**config.mk**
```make
export PLATFORM = sky130hd
export DESIGN_NAME = i2s_rx_capture
export DESIGN_NICKNAME = d
export VERILOG_FILES = /design/src/rtl/i2s_cap_pkg.sv /design/src/rtl/i2s_cap_sync.sv /design/src/rtl/i2s_cap_edge.sv /design/src/rtl/i2s_cap_framer.sv /design/src/rtl/i2s_rx_capture.sv
export SDC_FILE = /design/constraint.sdc
export NUM_CORES = 1
export LEC_CHECK = 0
export BUFFER_PORTS_ARGS = -buffer_cell sky130_fd_sc_hd__buf_2
export CORE_MARGIN = 3
export CORE_UTILIZATION = 28
export CTS_BUF_LIST = sky130_fd_sc_hd__clkbuf_2
export CTS_CLUSTER_DIAMETER = 30
export DETAILED_ROUTE_END_ITERATION = 8
export HOLD_SLACK_MARGIN = 0.02
export PLACE_DENSITY = 0.51
export SYNTH_ARGS = -nofsm -noshare
export SYNTH_HDL_FRONTEND = slang
export SYNTH_HIERARCHICAL = 1
export SYNTH_SLANG_ARGS = --single-unit
```
**constraint.sdc**
```tcl
create_clock -name clk -period 5.4 [get_ports clk]
set_input_delay 0.27 -clock clk [delete_from_list [all_inputs] [get_ports clk]]
set_output_delay 0.27 -clock clk [all_outputs]
set_load 0.01 [all_outputs]
```
**src/rtl/i2s_cap_pkg.sv**
```systemverilog
package i2s_cap_pkg;

  // Default geometry of one half-frame
  localparam int unsigned DEF_SAMPLE_W = 24;
  localparam int unsigned DEF_SLOTS    = 32;
  localparam int unsigned DEF_SKIP     = 1;
  localparam int unsigned DEF_SYNC     = 2;

  // Where the framer stands inside the current half-frame
  typedef enum logic [1:0] {
    PH_IDLE = 2'd0,  // no word-select change seen since reset
    PH_SKIP = 2'd1,  // dead slot(s) after the change
    PH_DATA = 2'd2,  // data bits being collected
    PH_TAIL = 2'd3   // padding slots, ignored
  } frame_phase_e;

  // Rise index (0-based since the word-select change) carrying the LSB
  function automatic int unsigned last_data_slot(input int unsigned skip,
                                                 input int unsigned width);
    return skip + width - 1;
  endfunction

endpackage

```
**src/rtl/i2s_cap_sync.sv**
```systemverilog
module i2s_cap_sync #(
  parameter int unsigned WIDTH  = 3,
  parameter int unsigned STAGES = 2
) (
  input  logic             clk,
  input  logic             rst_n,
  input  logic [WIDTH-1:0] din,
  output logic [WIDTH-1:0] dout
);

  generate
    if (STAGES <= 1) begin : g_single
      logic [WIDTH-1:0] q;
      always_ff @(posedge clk) begin
        if (!rst_n) q <= '0;
        else        q <= din;
      end
      assign dout = q;
    end else begin : g_chain
      logic [STAGES-1:0][WIDTH-1:0] chain;
      always_ff @(posedge clk) begin
        if (!rst_n) chain <= '0;
        else        chain <= {chain[STAGES-2:0], din};
      end
      assign dout = chain[STAGES-1];
    end
  endgenerate

endmodule

```
**src/rtl/i2s_cap_edge.sv**
```systemverilog
module i2s_cap_edge #(
  parameter int unsigned SYNC_STAGES = 2
) (
  input  logic clk,
  input  logic rst_n,
  input  logic bclk_s,
  input  logic lrclk_s,
  input  logic sdata_s,
  output logic bclk_rise,
  output logic ws_edge,
  output logic ws_level,
  output logic data_bit
);

  localparam int unsigned FILL_W = $clog2(SYNC_STAGES + 1);

  logic [FILL_W-1:0] fill_cnt;
  logic              primed;
  logic              bclk_prev;
  logic              ws_prev;

  // Edges are reported only once the synchronizer holds real input,
  // so reset values never look like a transition.
  always_ff @(posedge clk) begin
    if (!rst_n) begin
      fill_cnt  <= '0;
      primed    <= 1'b0;
      bclk_prev <= 1'b0;
      ws_prev   <= 1'b0;
    end else begin
      if (fill_cnt != FILL_W'(SYNC_STAGES)) fill_cnt <= fill_cnt + 1'b1;
      primed    <= (fill_cnt == FILL_W'(SYNC_STAGES));
      bclk_prev <= bclk_s;
      ws_prev   <= lrclk_s;
    end
  end

  assign bclk_rise = primed && bclk_s && !bclk_prev;
  assign ws_edge   = primed && (lrclk_s != ws_prev);
  assign ws_level  = lrclk_s;
  assign data_bit  = sdata_s;

endmodule

```
**src/rtl/i2s_cap_framer.sv**
```systemverilog
module i2s_cap_framer
  import i2s_cap_pkg::*;
#(
  parameter int unsigned SAMPLE_W       = DEF_SAMPLE_W,
  parameter int unsigned SLOTS_PER_HALF = DEF_SLOTS,
  parameter int unsigned SKIP_SLOTS     = DEF_SKIP,
  parameter int unsigned CNT_W          = $clog2(SLOTS_PER_HALF + 1)
) (
  input  logic                clk,
  input  logic                rst_n,
  input  logic                bclk_rise,
  input  logic                ws_edge,
  input  logic                ws_level,
  input  logic                data_bit,
  output logic                armed,
  output logic [CNT_W-1:0]    slot_idx,
  output frame_phase_e        phase,
  output logic                word_done,
  output logic [SAMPLE_W-1:0] word_out,
  output logic                word_right
);

  localparam int unsigned LAST_SLOT = last_data_slot(SKIP_SLOTS, SAMPLE_W);

  logic [SAMPLE_W-1:0] shreg;
  logic [CNT_W-1:0]    cnt;
  logic                chan;

  function automatic logic [SAMPLE_W-1:0] push_bit(input logic [SAMPLE_W-1:0] acc,
                                                   input logic b);
    return {acc[SAMPLE_W-2:0], b};
  endfunction

  always_comb begin
    if (!armed)                                   phase = PH_IDLE;
    else if (cnt < CNT_W'(SKIP_SLOTS))            phase = PH_SKIP;
    else if (cnt < CNT_W'(SKIP_SLOTS + SAMPLE_W)) phase = PH_DATA;
    else                                          phase = PH_TAIL;
  end

  // A word-select change restarts the half-frame. A rise in the same
  // cycle counts as the first (dead) slot of the new half-frame.
  always_ff @(posedge clk) begin
    if (!rst_n) begin
      armed <= 1'b0;
      cnt   <= '0;
      chan  <= 1'b0;
      shreg <= '0;
    end else if (ws_edge) begin
      armed <= 1'b1;
      chan  <= ws_level;
      cnt   <= bclk_rise ? CNT_W'(1) : '0;
      shreg <= '0;
    end else if (bclk_rise && armed) begin
      if (cnt != CNT_W'(SLOTS_PER_HALF)) cnt <= cnt + 1'b1;
      if (phase == PH_DATA) shreg <= push_bit(shreg, data_bit);
    end
  end

  assign slot_idx   = cnt;
  assign word_done  = bclk_rise && !ws_edge && (phase == PH_DATA) &&
                      (cnt == CNT_W'(LAST_SLOT));
  assign word_out   = push_bit(shreg, data_bit);
  assign word_right = chan;

endmodule

```
**src/rtl/i2s_rx_capture.sv**
```systemverilog
module i2s_rx_capture
  import i2s_cap_pkg::*;
#(
  parameter int unsigned SAMPLE_W       = DEF_SAMPLE_W,
  parameter int unsigned SLOTS_PER_HALF = DEF_SLOTS,
  parameter int unsigned SKIP_SLOTS     = DEF_SKIP,
  parameter int unsigned SYNC_STAGES    = DEF_SYNC
) (
  input  logic                clk,
  input  logic                rst_n,
  input  logic                bclk_in,
  input  logic                lrclk_in,
  input  logic                sdata_in,
  output logic [SAMPLE_W-1:0] sample_data,
  output logic                is_right,
  output logic                sample_valid
);

  localparam int unsigned CNT_W = $clog2(SLOTS_PER_HALF + 1);

  logic [2:0]          pins_s;
  logic                bclk_rise;
  logic                ws_edge;
  logic                ws_level;
  logic                data_bit;
  logic                armed;
  logic [CNT_W-1:0]    slot_idx;
  frame_phase_e        phase;
  logic                word_done;
  logic [SAMPLE_W-1:0] word_out;
  logic                word_right;

  i2s_cap_sync #(
    .WIDTH (3),
    .STAGES(SYNC_STAGES)
  ) u_sync (
    .clk  (clk),
    .rst_n(rst_n),
    .din  ({bclk_in, lrclk_in, sdata_in}),
    .dout (pins_s)
  );

  i2s_cap_edge #(
    .SYNC_STAGES(SYNC_STAGES)
  ) u_edge (
    .clk      (clk),
    .rst_n    (rst_n),
    .bclk_s   (pins_s[2]),
    .lrclk_s  (pins_s[1]),
    .sdata_s  (pins_s[0]),
    .bclk_rise(bclk_rise),
    .ws_edge  (ws_edge),
    .ws_level (ws_level),
    .data_bit (data_bit)
  );

  i2s_cap_framer #(
    .SAMPLE_W      (SAMPLE_W),
    .SLOTS_PER_HALF(SLOTS_PER_HALF),
    .SKIP_SLOTS    (SKIP_SLOTS),
    .CNT_W         (CNT_W)
  ) u_framer (
    .clk       (clk),
    .rst_n     (rst_n),
    .bclk_rise (bclk_rise),
    .ws_edge   (ws_edge),
    .ws_level  (ws_level),
    .data_bit  (data_bit),
    .armed     (armed),
    .slot_idx  (slot_idx),
    .phase     (phase),
    .word_done (word_done),
    .word_out  (word_out),
    .word_right(word_right)
  );

  always_ff @(posedge clk) begin
    if (!rst_n) begin
      sample_valid <= 1'b0;
      sample_data  <= '0;
      is_right     <= 1'b0;
    end else begin
      sample_valid <= word_done;
      if (word_done) begin
        sample_data <= word_out;
        is_right    <= word_right;
      end
    end
  end

endmodule

```
==> flow_summary.rst <==
.. list-table::
   :header-rows: 1

   * - Metric
     - Value
   * - DRC violations left
     - 0
   * - Power per cell area
     - 309 nW/um^2
   * - Maximum level of the CTS H-tree
     - 3
   * - Total gr overflow
     - 0
   * - Vias per cell
     - 4.13
   * - Endpoint class of the critical path
     - flop
   * - Standard cell area after detailed placement
     - ~2900 um^2
   * - Total Wirelength
     - 4600 um
   * - Number of placed cells counting well taps
     - 396
   * - Final nets
     - 290
   * - Number of antenna diodes
     - 0
   * - Number of top-level design ports
     - 31
   * - Arrival time worst endpoint
     - 2590 ps
   * - Maximum achievable frequency
     - 456 MHz
   * - Share of the clock period used by the worst path after layout
     - 0.406
   * - Number of standard cells after synthesis
     - between 200 and 300
   * - Final worst clock skew
     - 14.6 ps
   * - Buffer and inverter count on the worst path
     - 1
   * - Kind of cell with the highest combined delay on the critical path
     - compound AO/OA/AOI/OAI gates
   * - Final RePlAce weighted congestion
     - 0.742
   * - Site Rows
     - 35
   * - Measured slew at the worst slew-check pin
     - 1150 ps
   * - Clock tree from TritonCTS
     - yes
   * - Chip Width
     - 105 um
   * - Cell area after technology mapping
     - about 2700 um^2
   * - Max-cap check violation count
     - 0
   * - Slew Viols, Final
     - 0
   * - Die height
     - 105 um
   * - Cell chosen for the clock root
     - clkbuf_2
   * - Largest net degree at the start of global routing
     - 41
   * - Wire length of the first global-routing pass
     - between 7000 and 8000 um
   * - Critical Path Source Type
     - flop
   * - Total of buffers placed on input and output ports
     - 30
   * - Sum of internal, switching and leakage power
     - 0.946 mW
   * - Fraction of layout cells with a size suffix above 1
     - 0.175
   * - Net count after synthesis
     - 261
   * - Vias after detailed routing
     - 1,716
   * - Global routing usage summed across all routing layers
     - 0.0890
   * - Met2 Use GR
     - 0.137
   * - Relative slew slack
     - 0.235
   * - Final-report hold violation count
     - 0
   * - Routing layer with the top usage in global route
     - met2
   * - Post-DP HPWL
     - 2950 um
   * - Required @ worst endpoint
     - 5800 ps
   * - Mean instance size in the synthesized netlist
     - between 10 and 15 um^2
   * - Post-route antenna net violation count
     - 0
   * - Post-CTS Setup Repair Bufs
     - 0
   * - Status
     - completed
   * - Via count of the first global-routing pass
     - 1,644
   * - Hold buffers post-CTS
     - 3
   * - Area growth from synthesis to final layout
     - 11.8%
   * - WL per Instance
     - 11.1 um
   * - Number of DRC markers after the initial detailed-route iteration
     - 50
   * - Critical path peak fanout
     - 23
   * - Design Area, Final
     - 3060 um^2
   * - Clock-pin slew on the worst setup and hold paths
     - 190 ps
   * - Die Outline Area
     - 11,000 um^2
   * - Maximum number of buffers from clock root to sink
     - 2
   * - HP Class
     - in -> reg
   * - Number of sinks driven by the clock tree
     - 68
   * - Largest vdd supply drop
     - 0.129 mV
   * - Placeable core region
     - roughly 9400 um^2
   * - Number of non-filler instances in the completed layout
     - 415
   * - Yosys warning count
     - 6
   * - Final number of setup-violating endpoints
     - 0
   * - Leading cell type in the layout, fill and taps excluded
     - dfxtp_1
   * - RSZ-0062 raised after global routing
     - no
   * - Setup CP Type
     - reg -> reg
   * - Commonest cells after routing, fill and taps aside
     - dfxtp_1 (68), mux2i_1 (50), nand2_1 (34)
   * - Time the worst path needs with I/O delays and setup
     - 2190 ps
   * - Clock Latency Late Sink
     - approximately 480 ps
   * - Setup TNS Final
     - 0 ps
   * - Number of antenna violations at the first check in global routing
     - 0
   * - GR met1 Demand/Resource
     - 0.108
   * - Slowest-stage cell, CP
     - o211a_1
   * - Starting utilization of the core area
     - 0.292
   * - Detailed-routing iteration count for the pre-antenna-repair pass
     - 4
   * - Critical path, cell by cell
     - inv_1, ha_1, or4b_4, o211a_1, mux2i_1
   * - Post-cts sizing count
     - 0
   * - Leakage power figure
     - roughly 1.1 nW
   * - CTS buffer count
     - 9
   * - CP peak stage delay
     - roughly 900 ps
   * - Met3 Usage GRT
     - 0.0463
==> stage by stage <==
stage | setup WS, ps | hold WS, ps | util
4_1_cts | 3180 | 298 | 0.326
5_1_grt | 3040 | 242 | 0.326
2_1_floorplan | 3620 | 392 | -
3_5_place_dp | 3250 | 420 | 0.306
3_3_place_gp | 3300 | 415 | 0.306
6_report | 3210 | 326 | 0.326
==> layer usage <==
layer | vias to the layer above | part of all wire
met5 | - | 0
met4 | 0 | 0.0048
met3 | 2 | 0.067
met2 | 43 | 0.44
met1 | 778 | 0.49
li1 | 893 | -
==> area by class of cell <==
| type | count | area, um^2 |
|---|---|---|
| fill | 1008 | 6320 |
| timing repair buffer | 35 | 195 |
| inverter | 6 | 22.5 |
| clock inverter | 7 | 114 |
| clock buffer | 9 | 45.0 |
| tap | 129 | 161 |
| multi-input combinational | 161 | 1160 |
| sequential | 68 | 1360 |
==> sequential cells by signal (all words and copies together) (netlist names) <==
name and count:
is_right 1, sample_data 24, sample_valid 1, u_edge/bclk_prev 1
u_edge/fill_cnt 2, u_edge/primed 1, u_edge/ws_prev 1, u_framer/armed 1
u_framer/shreg 23, u_framer/slot_idx 6, u_framer/word_right 1, u_sync/dout 3
u_sync/g_chain.chain 3
==> worst paths after layout <==
path	to	slack [ps]	cells past startpoint	start
worst max-delay path	u_framer/shreg[20]$_SDFFE_PP0P_	3210	5	u_framer/slot_idx[0]$_SDFFE_PN0P_
worst min-delay path	sample_data[12]$_SDFFE_PN0P_	330	2	rst_n
worst max register to register	u_framer/shreg[20]$_SDFFE_PP0P_	3210	5	u_framer/slot_idx[0]$_SDFFE_PN0P_
worst min register to register	u_sync/dout[1]$_SDFF_PN0_	460	1	u_sync/g_chain.chain[1]$_SDFF_PN0_
==> where the power goes <==
group          leakage [nW]  total, mW  switching, mW  internal, mW
Clock                0.0876      0.380          0.181         0.198
Combinational         0.471     0.0459         0.0222        0.0237
Sequential            0.550      0.520        0.00649         0.514
Note: power is estimated with default switching activity, not from simulation.
